--- src/rtl/bus_init_pkg.sv ---
package bus_init_pkg;
  typedef enum logic [2:0] {
    ST_IDLE,
    ST_ADDR,
    ST_DATA,
    ST_WIND,
    ST_REL
  } seq_state_e;

  typedef enum logic [1:0] {
    STS_OK    = 2'd0,
    STS_ABORT = 2'd1,
    STS_RETRY = 2'd2,
    STS_DISC  = 2'd3
  } seq_status_e;
endpackage

--- src/rtl/bus_init_tmo.sv ---
module bus_init_tmo #(
  parameter int unsigned TMO_CYC = 5
) (
  input  logic clk_i,
  input  logic rst_ni,
  input  logic clr_i,
  input  logic run_i,
  output logic expire_o
);
  localparam int unsigned CW = $clog2(TMO_CYC + 1);
  localparam logic [CW-1:0] LAST = CW'(TMO_CYC - 1);

  logic [CW-1:0] cnt_q;

  always_ff @(posedge clk_i or negedge rst_ni) begin
    if (!rst_ni)      cnt_q <= '0;
    else if (clr_i)   cnt_q <= '0;
    else if (run_i)   cnt_q <= cnt_q + CW'(1);
  end

  // fires in the last unclaimed window cycle
  assign expire_o = run_i && (cnt_q == LAST);
endmodule

--- src/rtl/bus_init_drv.sv ---
module bus_init_drv
  import bus_init_pkg::*;
(
  input  seq_state_e state_i,
  input  logic       last_i,
  output logic       frame_no,
  output logic       irdy_no,
  output logic       frame_oe_o,
  output logic       irdy_oe_o
);
  always_comb begin
    frame_no   = 1'b1;
    irdy_no    = 1'b1;
    frame_oe_o = 1'b0;
    irdy_oe_o  = 1'b0;
    unique case (state_i)
      ST_ADDR: begin
        frame_no   = 1'b0;
        frame_oe_o = 1'b1;
        irdy_oe_o  = 1'b1;
      end
      ST_DATA: begin
        frame_no   = last_i;
        irdy_no    = 1'b0;
        frame_oe_o = 1'b1;
        irdy_oe_o  = 1'b1;
      end
      ST_WIND: begin
        irdy_no    = 1'b0;
        frame_oe_o = 1'b1;
        irdy_oe_o  = 1'b1;
      end
      ST_REL: begin
        irdy_oe_o  = 1'b1;
      end
      default: ;
    endcase
  end
endmodule

--- src/rtl/bus_init_seq.sv ---
module bus_init_seq
  import bus_init_pkg::*;
#(
  parameter int unsigned LEN_W   = 4,
  parameter int unsigned TMO_CYC = 5
) (
  input  logic             clk_i,
  input  logic             rst_ni,
  input  logic             req_valid_i,
  input  logic [LEN_W-1:0] req_len_i,
  output logic             req_ready_o,
  input  logic             devsel_ni,
  input  logic             trdy_ni,
  input  logic             stop_ni,
  output logic             frame_no,
  output logic             irdy_no,
  output logic             frame_oe_o,
  output logic             irdy_oe_o,
  output logic             done_o,
  output logic [1:0]       status_o,
  output logic [LEN_W-1:0] remain_o
);
  localparam logic [LEN_W-1:0] ONE = LEN_W'(1);

  seq_state_e       state_q, state_d;
  seq_status_e      status_q, status_d;
  logic [LEN_W-1:0] remain_q, remain_d;
  logic             claimed_q, claimed_d;
  logic             moved_q, moved_d;

  logic in_data, hit, xfer, stp, run, expire;

  assign in_data = (state_q == ST_DATA);
  assign hit     = in_data && !devsel_ni;
  assign xfer    = hit && !trdy_ni;
  assign stp     = hit && !stop_ni;
  assign run     = in_data && !claimed_q && devsel_ni;

  bus_init_tmo #(.TMO_CYC(TMO_CYC)) u_tmo (
    .clk_i    (clk_i),
    .rst_ni   (rst_ni),
    .clr_i    (state_q == ST_ADDR),
    .run_i    (run),
    .expire_o (expire)
  );

  always_comb begin
    state_d   = state_q;
    status_d  = status_q;
    remain_d  = remain_q;
    claimed_d = claimed_q;
    moved_d   = moved_q;
    unique case (state_q)
      ST_IDLE: begin
        if (req_valid_i && (req_len_i != '0)) begin
          state_d   = ST_ADDR;
          remain_d  = req_len_i;
          claimed_d = 1'b0;
          moved_d   = 1'b0;
        end
      end
      ST_ADDR: state_d = ST_DATA;
      ST_DATA: begin
        if (xfer && (remain_q == ONE)) begin
          // final phase done: completion wins over a coincident stop
          remain_d = '0;
          status_d = STS_OK;
          state_d  = ST_REL;
        end else if (stp) begin
          remain_d = remain_q - (xfer ? ONE : '0);
          status_d = (moved_q || xfer) ? STS_DISC : STS_RETRY;
          state_d  = ST_WIND;
        end else if (expire) begin
          status_d = STS_ABORT;
          state_d  = ST_WIND;
        end else begin
          if (xfer) begin
            remain_d = remain_q - ONE;
            moved_d  = 1'b1;
          end
          if (hit) claimed_d = 1'b1;
        end
      end
      ST_WIND: state_d = ST_REL;
      ST_REL:  state_d = ST_IDLE;
      default: state_d = ST_IDLE;
    endcase
  end

  always_ff @(posedge clk_i or negedge rst_ni) begin
    if (!rst_ni) begin
      state_q   <= ST_IDLE;
      status_q  <= STS_OK;
      remain_q  <= '0;
      claimed_q <= 1'b0;
      moved_q   <= 1'b0;
    end else begin
      state_q   <= state_d;
      status_q  <= status_d;
      remain_q  <= remain_d;
      claimed_q <= claimed_d;
      moved_q   <= moved_d;
    end
  end

  bus_init_drv u_drv (
    .state_i    (state_q),
    .last_i     (remain_q == ONE),
    .frame_no   (frame_no),
    .irdy_no    (irdy_no),
    .frame_oe_o (frame_oe_o),
    .irdy_oe_o  (irdy_oe_o)
  );

  assign req_ready_o = (state_q == ST_IDLE);
  assign done_o      = (state_q == ST_REL);
  assign status_o    = status_q;
  assign remain_o    = remain_q;
endmodule

--- config.mk ---
export PLATFORM = sky130hd
export DESIGN_NAME = bus_init_seq
export DESIGN_NICKNAME = d
export VERILOG_FILES = /design/src/rtl/bus_init_pkg.sv /design/src/rtl/bus_init_tmo.sv /design/src/rtl/bus_init_drv.sv /design/src/rtl/bus_init_seq.sv
export SDC_FILE = /design/constraint.sdc
export NUM_CORES = 1
export LEC_CHECK = 0
export ABC_CLOCK_PERIOD_IN_PS = 5800
export BUFFER_PORTS_ARGS = -buffer_cell sky130_fd_sc_hd__buf_2
export CAP_MARGIN = 20
export CORE_ASPECT_RATIO = 0.6
export CORE_UTILIZATION = 40
export CTS_BUF_LIST = sky130_fd_sc_hd__clkbuf_16
export CTS_CLUSTER_SIZE = 24
export DETAILED_ROUTE_END_ITERATION = 6
export PLACE_DENSITY = 0.61
export REMOVE_ABC_BUFFERS = 1
export SLEW_MARGIN = 20
export SYNTH_ARGS = -nofsm -noshare
export SYNTH_HDL_FRONTEND = slang
export SYNTH_SLANG_ARGS = --single-unit
--- constraint.sdc ---
create_clock -name clk_i -period 5.8 [get_ports clk_i]
set_input_delay 0.87 -clock clk_i [delete_from_list [all_inputs] [get_ports clk_i]]
set_output_delay 0.87 -clock clk_i [all_outputs]
set_load 0.03 [all_outputs]
==> Yosys cells after proc, flatten, opt, wreduce, memory -nomap -nowiden <==
Cells that the tools add are included.
{ "word_totals": {"ff_bits": 14} }
{ "op_classes": {"add_sub_neg": 3, "eq_ne": 15, "muxes": 33, "reduce_logical": 26} }
{ "ops": {"columns": ["cell", "count"], "rows": [
  ["4-bit 2-to-1 mux", 5],
  ["3-bit 2-to-1 mux", 6],
  ["1-bit 2-to-1 mux", 14],
  ["3-bit case mux with 4 select lines", 1],
  ["6-bit AND reduction", 2],
  ["1-bit logical AND", 8],
  ["4-bit by 1-bit != test with 1-bit output (second input constant)", 2],
  ["4-bit case mux with 2 select lines", 1],
  ["3-bit by 2-bit == test with 1-bit output (second input constant)", 2],
  ["3-bit == test (second input constant)", 2],
  ["2-bit 2-to-1 mux", 3],
  ["2-bit by 1-bit != test with 1-bit output (second input constant)", 3],
  ["2-bit != test (second input constant)", 3],
  ["1-bit case mux with 2 select lines", 3],
  ["4-bit by 1-bit == test with 1-bit output (second input constant)", 1],
  ["1-bit logical NOT", 4],
  ["4-bit by 3-bit != test with 1-bit output (second input constant)", 1],
  ["2-bit AND reduction", 2],
  ["4-bit AND reduction", 1],
  ["2-bit nonzero test", 2],
  ["4-bit nonzero test", 1],
  ["4-bit OR reduction", 1],
  ["4-bit by 1-bit subtractor with 4-bit output", 1],
  ["4-bit by 1-bit subtractor with 4-bit output (second input constant)", 1],
  ["other kinds (7)", 7]
]} }

==> Depth between registers and ports, before layout <==
Gate-level depths: netlist (run 1).
{ "depth": {"depth_word": 8, "ltp_mapped": 9} }

==> Cells and area by module <==
From an unflattened synthesis (run 1), not the netlist that was laid out.
{ "unflattened": {"hier_cells": 104, "hier_area_um2": 968.4} }
{ "modules_own_cells": {"columns": ["module", "instances", "cells_per_inst", "area_each_um2", "seq_area_each_um2"], "rows": [
  ["bus_init_seq", 1, 82, 758.2, 275.3],
  ["bus_init_tmo", 1, 15, 163.9, 75.1],
  ["bus_init_drv", 1, 7, 46.3, 0.0]
]} }

==> Worst setup path before layout (run 1) <==
OpenSTA, ideal clock, no wires.
{ "synth_path": {"path_type": "input -> register", "from": "in devsel_ni", "to": "reg remain_q[2], in the netlist remain_o[2]", "setup_time_ns": 0.126, "arrival_ns": 2.597, "required_ns": 5.674, "slack_ns": 3.077, "path_stages": 9, "path_cell_list": "buf_6 or4b_1 buf_2 nor2_1 ha_1 ha_1 nand2_1 a31o_1 a221o_1"} }
{ "synth_via": {"elab_chain_cells": 8} }
{ "synth_lines": {"columns": ["element", "line_no", "text"], "rows": [
  ["from (decl)", "bus_init_seq.sv:12", "input logic devsel_ni,"],
  ["1-bit logical NOT", "bus_init_seq.sv:34", "assign hit = in_data && !devsel_ni;"],
  ["1-bit logical AND", "bus_init_seq.sv:34", null],
  ["1-bit logical AND", "bus_init_seq.sv:35", "assign xfer = hit && !trdy_ni;"],
  ["1-bit 2-to-1 mux", "bus_init_seq.sv:70", "remain_d = remain_q - (xfer ? ONE : '0);"],
  ["4-bit by 1-bit subtractor with 4-bit output", "bus_init_seq.sv:70", null],
  ["4-bit 2-to-1 mux", "bus_init_seq.sv:69", "end else if (stp) begin"],
  ["4-bit 2-to-1 mux", "bus_init_seq.sv:64", "if (xfer && (remain_q == ONE)) begin"],
  ["4-bit case mux with 2 select lines", "bus_init_seq.sv:53", "unique case (state_q)"],
  ["to (signal assigned)", "bus_init_seq.sv:100", "remain_q <= remain_d;"],
  ["to (decl)", "bus_init_seq.sv:27", "logic [LEN_W-1:0] remain_q, remain_d;"]
]} }
Parallel ways exist; a longest one is shown, timed or not.
A chain may end at the register's enable or synchronous reset.

==> Final worst setup path (run 1) <==
Same ends and word-level chain as after synthesis.

==> results, run 1 <==
- The run finished with clean final reports.
- The latest clock arrival within the worst-skew pair is 240 ps.
- The reg-to-reg endpoint is remain_o[2]$_DFFE_PN0P_.
- The required time at the worst-slack endpoint is approximately 6000 ps.
- The first detailed-routing pass took 6 iterations.
- Walking the worst path, the cells encountered are buf_2 -> or4b_1 -> nor2_1 -> ha_1 -> ha_1 -> nand2_1 -> a31o_1 -> a221o_1.
- By area the synthesized netlist is led by sky130_fd_sc_hd__dfrtp_1, sky130_fd_sc_hd__ha_1, sky130_fd_sc_hd__nand2_1, sky130_fd_sc_hd__a21oi_1, sky130_fd_sc_hd__mux2i_1.
- The worst reg2reg path startpoint is state_q[2]$_DFFE_PN0P_.
- The category of the most critical setup path is input pin to flip-flop.
- Measured along the y axis, the die boundary spans roughly 41 um.
- In this run the clock root is driven by a sky130_fd_sc_hd__clkbuf_16.
- The worst-case headroom to the max-slew limit is 53.63%.
- The first global-routing pass estimated around 3900 um of wire.
- The placed instances occupy a cell area of about 0.0011 mm^2.
- The worst register-to-register path has a depth of 7.
- The worst voltage drop across the vdd grid is ~0.00029 V.
- Clock-pin slew was measured on the worst setup and hold paths at around 40 ps.
- After synthesis, flip-flops and latches occupy 35.40% of the total area.
- Setup violations remaining at the end of the flow were counted as 0.
- The count of nets left with antenna violations once routing finished came out at 0.
- Once the clock tree was built, the setup fixing pass inserted 0 buffers.
- On the worst path, the slowest cell contributes a delay of 650 ps.
- The initial antenna violation count is 0.
- The die is between 60 and 70 um wide.
- The minimum period implied by the final worst setup slack is around 2700 ps.
- The transition time at the pin with the least slew margin is slightly below 700 ps.
- The most critical setup path has its endpoint at remain_o[2]$_DFFE_PN0P_.
- The cell at the slowest stage of the critical path is sky130_fd_sc_hd__or4b_1.
- The number of hold violations in the final report is 0.
- The number of buffers added by the clock tree synthesis step is 3.
- The minimum setup slack after placement is 2878 ps.
- The total vias in the final route is slightly below 900.
- The final HPWL from detailed placement is approximately 1800 um.
- The clock tree from TritonCTS is built.
- Dividing total power by cell area gives a power density of 593.7 mW/mm^2.
- The floorplan step defined a die boundary enclosing 0.002684 mm^2.
- Setup repair after global routing left no endpoint under its margin.
- Global routing finished with a remaining overflow of 0.
- In the post-synthesis netlist, the cell with the most instances is sky130_fd_sc_hd__dfrtp_1.
- Max-cap violations in this run came to 0.
- The total design power is 0.6945 mW.
- The number of resized instances in the post-cts repair step is 0.
- The final max-slew violation count is 0.
- In the routed design, unresolved DRC markers number 0.
- The leakage component of the power is 0.5348 nW.
- The prevailing post-synth register cell is sky130_fd_sc_hd__dfrtp_1.
- In this run the worst hold path is classified as flip-flop to flip-flop.
- The async set-reset flop share out of synthesis is between 90% and 100%.
- The H-tree depth is 1.
- STA classifies the critical path startpoint as an input pin.
- The total number of placement rows is 13.
- The count of flip-flops with a built-in enable after synthesis is 0.
- The initial utilization of the core area, before any placement, comes to 44.09%.
- The cell area after synthesis is 989.7 um^2.
- STA classifies the critical path endpoint as a flip-flop.
- Synthesis produced ~110 cells.
- The number of different library cells used by synthesis comes to 39.
- After clock tree synthesis, the flow added hold-fix buffers numbering 0.
- The average instance in the mapped netlist occupies around 9.4 um^2.
- The number of antenna diodes is 0.
- The worst setup slack after layout is 3112 ps.
- The detailed router's first-iteration violation count is 68.
- For this block, the routed nets add up to 2336 um of wire.
- Setup total negative slack on the finished layout was measured at 0 ps.
- The maximum net fanout on the critical path is 9.
- The area growth from synthesis to layout is 18.20%.
- The number of filler instances in the final layout is 213.
- Summed over its instances, the top area cell type makes up approximately 35% of the synthesized netlist area.
- The register-to-register path setup slack is ~3300 ps.
- The post-route core utilization is roughly 52%.
- The placer congestion estimate is 0.9112.
- The count of input and output buffers is 21.
- By count the netlist is led by sky130_fd_sc_hd__dfrtp_1, sky130_fd_sc_hd__nand2_1, sky130_fd_sc_hd__nor2_1.
- The final design instance area without fill is ~0.0012 mm^2.
- The fraction of layout cells with a size suffix above 1 is between 20% and 30%.
- Global routing consumed, over all layers together, around a fifth of the routing resources.
- Counting along the longest clock path gives a buffer depth of 2.
- Entering global routing, the biggest net connects 15 pins.
- Of all cell types, the one taking the most synthesized area is sky130_fd_sc_hd__dfrtp_1.
- The ratio of final minimum period to clock period is between 40 and 50%.
- The average wire length per cell after detail routing is between 15 and 20 um.
- The kind of cell with the highest combined delay along the critical path is simple AND/OR/NAND/NOR gates.
- The data arrival time at the worst-slack endpoint is 2810 ps.
- Synthesis inferred 14 register bits.
- During synthesis, Yosys emitted a total of 0 warnings.
- Clock tree synthesis found a total of 14 sinks.
- The maximum clock skew at final layout is roughly 0.6 ps.
- The number of buffers and inverters on the critical path is 1.
- The number of primary I/O pins is 22.
- The logic depth of the worst path, buffers included is 8.
- For this run, the top clock speed supported by timing is 372.0 MHz.
- The number of global-route vias before repair came to around 760.
- The final layout net count is between 100 and 150.
- The most frequent cell on the critical path is sky130_fd_sc_hd__ha_1.
- Tracing the worst setup path back leads to its startpoint at devsel_ni.
- In this run the standard cell core region covers about 0.0022 mm^2.
- In the routed layout, each cell is associated on average with a via count of 5.824.
==> worst min path at each step <==
stage,cells after the start,to,start
floorplan,1,moved_q$_DFFE_PN0P_,moved_q$_DFFE_PN0P_
global placement,1,status_o[1]$_DFFE_PN0P_,status_o[1]$_DFFE_PN0P_
detailed placement,1,status_o[1]$_DFFE_PN0P_,status_o[1]$_DFFE_PN0P_
CTS,1,status_o[1]$_DFFE_PN0P_,status_o[1]$_DFFE_PN0P_
global route,1,status_o[1]$_DFFE_PN0P_,status_o[1]$_DFFE_PN0P_
finish,1,moved_q$_DFFE_PN0P_,moved_q$_DFFE_PN0P_
==> per-stage QoR <==
stage	std cells	hold WS (ps)
finish	153	495.3
global route	153	529.1
CTS	153	503.7
detailed placement	150	485.7
global placement	150	491.4
floorplan	99	466.5
==> cell type report <==
cell class,count,area (um^2),area share [%]
tap,30,37.54,3.209
clock buffer,3,75.07,6.417
inverter,5,18.77,1.604
multi-input combinational,80,583.1,49.84
timing repair buffer,21,105.1,8.984
sequential,14,350.3,29.95
==> sequential cells by signal (all words and copies together), names as in the netlist <==
name	count
u_tmo.cnt_q	3
remain_o	4
status_o	2
claimed_q	1
state_q	3
moved_q	1
==> logic make-up after synthesis <==
logic type | count (synthesis) | share of synthesized area, %
fa+ha+maj | 6 | 7.585
buf+inv | 11 | 5.689
mux | 3 | 3.034
compound gates | 27 | 20.99
flops | 14 | 35.40
simple gates | 41 | 24.65
xor+xnor | 3 | 2.655
==> where the power goes <==
group	leakage (nW)	switching, mW	total (mW)	internal, mW
logic	0.323	0.228	0.367	0.140
clock network	0.0370	0.0356	0.125	0.0898
registers	0.175	0.0624	0.202	0.139
total	0.535	0.326	0.695	0.369
==> layout by cell type (no fill, tap or decap), types with 3 or more instances in the layout <==
cell,netlist,final
sky130_fd_sc_hd__a21oi_1,7,7
sky130_fd_sc_hd__buf_2,3,21
sky130_fd_sc_hd__clkbuf_16,0,3
sky130_fd_sc_hd__dfrtp_1,14,14
sky130_fd_sc_hd__ha_1,6,6
sky130_fd_sc_hd__inv_1,5,5
sky130_fd_sc_hd__mux2i_1,3,3
sky130_fd_sc_hd__nand2_1,11,11
sky130_fd_sc_hd__nand2b_1,3,3
sky130_fd_sc_hd__nor2_1,8,8
sky130_fd_sc_hd__nor2b_1,3,3
sky130_fd_sc_hd__o21ai_0,4,4
==> layer usage <==
metal	part of all wire, %	track usage (%)
met5	0	0
met4	0.56	4.787
met3	10	6.250
met2	40	29.08
met1	49	31.22
No activity file was read; power rests on OpenSTA's default activity.
==> run 2, diff against run 1 <==
--- a/config.mk
+++ b/config.mk
@@ -5,7 +5,8 @@
 export SDC_FILE = /design/constraint.sdc
 export NUM_CORES = 1
 export LEC_CHECK = 0
-export ABC_CLOCK_PERIOD_IN_PS = 5800
+export ABC_AREA = 1
+export ABC_CLOCK_PERIOD_IN_PS = 2700
 export BUFFER_PORTS_ARGS = -buffer_cell sky130_fd_sc_hd__buf_2
 export CAP_MARGIN = 20
 export CORE_ASPECT_RATIO = 0.6
@@ -13,7 +14,7 @@
 export CTS_BUF_LIST = sky130_fd_sc_hd__clkbuf_16
 export CTS_CLUSTER_SIZE = 24
 export DETAILED_ROUTE_END_ITERATION = 6
-export PLACE_DENSITY = 0.61
+export PLACE_DENSITY = 0.6
 export REMOVE_ABC_BUFFERS = 1
 export SLEW_MARGIN = 20
 export SYNTH_ARGS = -nofsm -noshare
==> constraint.sdc (replaced) <==
create_clock -name clk_i -period 2.7 [get_ports clk_i]
set_input_delay 0.405 -clock clk_i [delete_from_list [all_inputs] [get_ports clk_i]]
set_output_delay 0.405 -clock clk_i [all_outputs]
set_load 0.03 [all_outputs]
==> run 2 against run 1 <==
  * Final cell count is 31% higher
  * Sequential cell count is the same
  * Die area up 8.1%
  * Critical path depth up 4
  * Area after synthesis rose by 8.5%
  * Synthesized cell count grew 37%
  * Critical path type is now flip-flop to flip-flop
  * Critical endpoint unchanged
  * Largest cell class unchanged
  * Largest power group unchanged
==> results, run 2 <==
- The data arrival time at the worst-slack endpoint is 2130 ps (-680 ps).
- The worst-case headroom to the max-slew limit is 70.39% (+17 points).
- The number of hold violations in the final report is 0 (unchanged).
- The placer congestion estimate came to 0.8654 (-5.0%).
- The number of buffers added by the clock tree synthesis step came to 3 (unchanged).
- The number of nets with antenna violations after routing was 0 (unchanged).
- The remaining routing DRC violations came to 0 (unchanged).
- The tree is rooted in a sky130_fd_sc_hd__clkbuf_16.
- The routed via count divided by cell count is 4.980 (-14%).
- The number of setup violations in the final report is 0 (unchanged).
- The number of antenna diodes is 0 (unchanged).
- The gate count of the mapped netlist is 144 (+37%).
- The count of input and output buffers was 21 (unchanged).
- The switching part of the total came to 52.14% (+5.3 points).
- The logic depth of the worst path, buffers included came to 12 (+4).
- The transition time at the pin with the least slew margin is 440.8 ps (-252.9 ps).
- The area growth from synthesis to layout is 20.86%.
- The prevailing post-synth register cell is sky130_fd_sc_hd__dfrtp_1.
- The placeable core area came to 0.002522 mm^2 (+12%).
- The die boundary width is 68.88 um (+4.0%).
- The number of detailed-routing iterations run before antenna repair was 4 (-2).
- Traced cell by cell, the critical path runs through inv_2 -> nand3_4 -> nor2_4 -> nand2_2 -> inv_1 -> ha_1 -> ha_1 -> xor2_1 -> o21ai_0 -> o21ai_1 -> nand2_1 -> nand2_1.
- The clock-pin slew on the worst setup and hold paths is 50 ps (about the same).
- The longest individual stage delay on the worst path was 420 ps (-230 ps).
- The clock share of power is 16.7% (-1.4 points).
- The required time at the worst-slack endpoint came to 2880 ps (-3040 ps).
- Setup repair after global routing left no endpoint under its margin.
- The deepest clock path buffer count was 2 (unchanged).
- The final layout net count is 186 (+32%).
- The share of synthesized area occupied by flip-flops and latches is 32.63% (-2.8 points).
- The overflow left after global routing is 0 (unchanged).
- The final design instance area without fill is 0.001297 mm^2 (+11%).
- Of all cell types, the one taking the most synthesized area is sky130_fd_sc_hd__dfrtp_1.
- The placement-stage cell area is 0.001219 mm^2 (+11%).
- The number of resized instances in the post-cts repair step is 0 (unchanged).
- The worst hold path belongs to the class input pin to asynchronous set/reset pin.
- The average instance area after synthesis was 7.455 um^2 (-21%).
- After synthesis, the most frequently instantiated cells are sky130_fd_sc_hd__nand2_1, sky130_fd_sc_hd__dfrtp_1, sky130_fd_sc_hd__inv_1.
- The total vias in the final route is 1001 (+12%).
- The global-route usage over all layers is 20.49% (-0.43 points).
- The power dissipated by switching net loads is 0.8912 mW (+170%).
- The sequential share of power is 23.0% (-6.0 points).
- The detailed router's first-iteration violation count was 39 (-43%).
- The total number of placement rows was 14 (+1).
- The library cells used most frequently in the layout, excluding fill and tap cells, are sky130_fd_sc_hd__nand2_1, sky130_fd_sc_hd__buf_2, sky130_fd_sc_hd__dfrtp_1.
- The number of warning messages in the yosys log is 0 (unchanged).
- The async set-reset flop share out of synthesis is 100.0% (unchanged).
- The critical path is of the flip-flop to flip-flop type.
- The clock tree from TritonCTS is built.
- The internal power contribution is 0.8179 mW (+120%).
- The kind of capture point of the worst setup path is a flip-flop.
- The cell depth of the worst flop-to-flop path is 12 (+5).
- The total wire length is 2497 um (+6.9%).
- Leaving out fill and tap cells, the most frequent cell in the layout is sky130_fd_sc_hd__nand2_1.
- The worst voltage drop across the vdd grid is 0.0005632 V (+96%).
- The final max-slew violation count is 0 (unchanged).
- The number of global-route vias before repair was 923 (+22%).
- The post-CTS setup-driven buffer insertion count is 0 (unchanged).
- The final sum of negative setup slack came to 0 ps (unchanged).
- The register bit total from synthesis was 14 (unchanged).
- Static timing analysis puts the maximum clock frequency at 513.0 MHz.
- The average wire length per cell after detail routing was 12.42 um (-19%).
- The most frequent cell after synthesis is sky130_fd_sc_hd__nand2_1.
- The worst slack on hold paths came to 51.25 ps (-444.1 ps).
- The effective utilization at floorplan is 42.56% (-1.5 points).
- The run finished with clean final reports.
- The total design power came to 1.709 mW (+150%).
- The latest clock arrival within the worst-skew pair is 250 ps (about the same).
- The maximum number of pins on one net before global-route repair came to 15 (unchanged).
- The count of flip-flops with a built-in enable after synthesis is 0 (unchanged).
- The ratio of final minimum period to clock period is around 72%.
- The minimum period implied by the final worst setup slack is a little under 2000 ps.
- The final HPWL from detailed placement came to 2021 um (+12%).
- The number of maximum-capacitance constraint violations is 0 (unchanged).
- The type of element launching the critical path is a flip-flop.
- The flip-flop count of the largest register after layout was 4 (unchanged).
- The leakage component of the power is 0.7296 nW (+36%).
- The wire length of the first global-routing pass came to 4257 um (+9.4%).
- The number of primary I/O pins is 22 (unchanged).
- The combinational share of power is 60.3% (+7.4 points).
- The die boundary height came to 42.13 um (+3.9%).
- The floorplan die area is 0.002902 mm^2 (+8.1%).
- The TritonCTS sink count is 14 (unchanged).
- The portion of synthesized cell area occupied by the leading cell type is 32.63% (-2.8 points).
- Sorting the synthesized cells by area gives the leading types as sky130_fd_sc_hd__dfrtp_1, sky130_fd_sc_hd__nand2_1, sky130_fd_sc_hd__ha_1, sky130_fd_sc_hd__inv_1, sky130_fd_sc_hd__nor2_4.
- The hold buffer count at cts is 0 (unchanged).
- The cell at the slowest stage of the critical path is sky130_fd_sc_hd__dfrtp_1.
- The count of different cell masters after synthesis is 28 (-28%).
- The cell area after synthesis was 0.001074 mm^2 (+8.5%).
- The H-tree depth is 1 (unchanged).
- The critical path buffer and inverter count is 2 (+1).
- The total power density per cell area came to 1317 mW/mm^2 (+120%).
- The fraction of layout cells with a size suffix above 1 came to 28.40% (+2.4 points).
- The maximum clock skew at final layout is 5.413 ps (+4.797 ps).
- The initial antenna violation count is 0 (unchanged).
- The cell family contributing the most delay on the critical path is simple AND/OR/NAND/NOR gates.
- The maximum net fanout on the critical path is 9 (unchanged).
==> run 2: through the flow <==
step	std cells	utilization [%]	setup WS [ps]
after floorplan	144	-	644.4
after global placement	197	48.31	851.9
after detailed placement	197	48.31	750.5
after CTS	201	51.44	728.8
after global routing	201	51.44	574.6
final	201	51.44	750.5
==> run 2: worst register-to-register path: cells and delay by family (launching register included) <==
family	cells	cell delay, ps
adders and majority gates	2	350
AOI/OAI and AO/OA	2	220
xor gates and xnor gates	1	140
buffers and inverters	2	210
DFF	1	420
and+or+nand+nor	5	550
==> run 2: power groups by stage <==
stage | sequential (mW) | clock (mW) | combinational, mW
CTS | 0.391 | 0.288 | 1.04
floorplan | 0.468 | 0 | 0.705
global route | 0.413 | 0.297 | 1.16
finish | 0.393 | 0.285 | 1.03
detailed placement | 0.394 | 0 | 1.03
global placement | 0.392 | 0 | 1.01
==> run 2: path summary, 6_finish.rpt <==
check,start,end,slack (ps)
setup / recovery,state_q[0]$_DFFE_PN0P_,remain_o[2]$_DFFE_PN0P_,750
hold / removal,rst_ni,u_tmo.cnt_q[1]$_DFFE_PN0P_,50
setup reg to reg,state_q[0]$_DFFE_PN0P_,remain_o[2]$_DFFE_PN0P_,750
hold reg to reg,moved_q$_DFFE_PN0P_,moved_q$_DFFE_PN0P_,480
max in group asynchronous,rst_ni,u_tmo.cnt_q[0]$_DFFE_PN0P_,2400
min in group clk_i,moved_q$_DFFE_PN0P_,moved_q$_DFFE_PN0P_,480
==> run 2: area by class of cell <==
cell class                 count  area [um^2]
fill                         246         1225
multi-input combinational    111        649.4
sequential                    14        350.3
timing repair buffer          21        105.1
clock buffer                   3        75.07
inverter                      19        73.82
tap                           32        40.04
clock inverter                 1        3.754
==> run 2: routing by layer <==
layer / wire length, um / part of all wire (%) / GRT usage [%] / vias to the layer above
met4: 24 / 0.96 / 4.898 / 0
met2: 1028 / 41 / 28.16 / 25
met5: 0 / 0 / 0 / -
met1: 1233 / 49 / 29.60 / 456
met3: 211 / 8.5 / 8.424 / 4
li1: - / - / - / 516
==> run 2: cell families (layout without fill, tap and decap cells) <==
kind of cell | Yosys count | in the layout | share of synthesized area (%)
compound gates | 14 | 14 | 7.575
buf+inv | 19 | 44 | 6.877
xor+xnor | 2 | 2 | 1.632
simple gates | 89 | 89 | 44.29
flops | 14 | 14 | 32.63
fa+ha+maj | 6 | 6 | 6.993
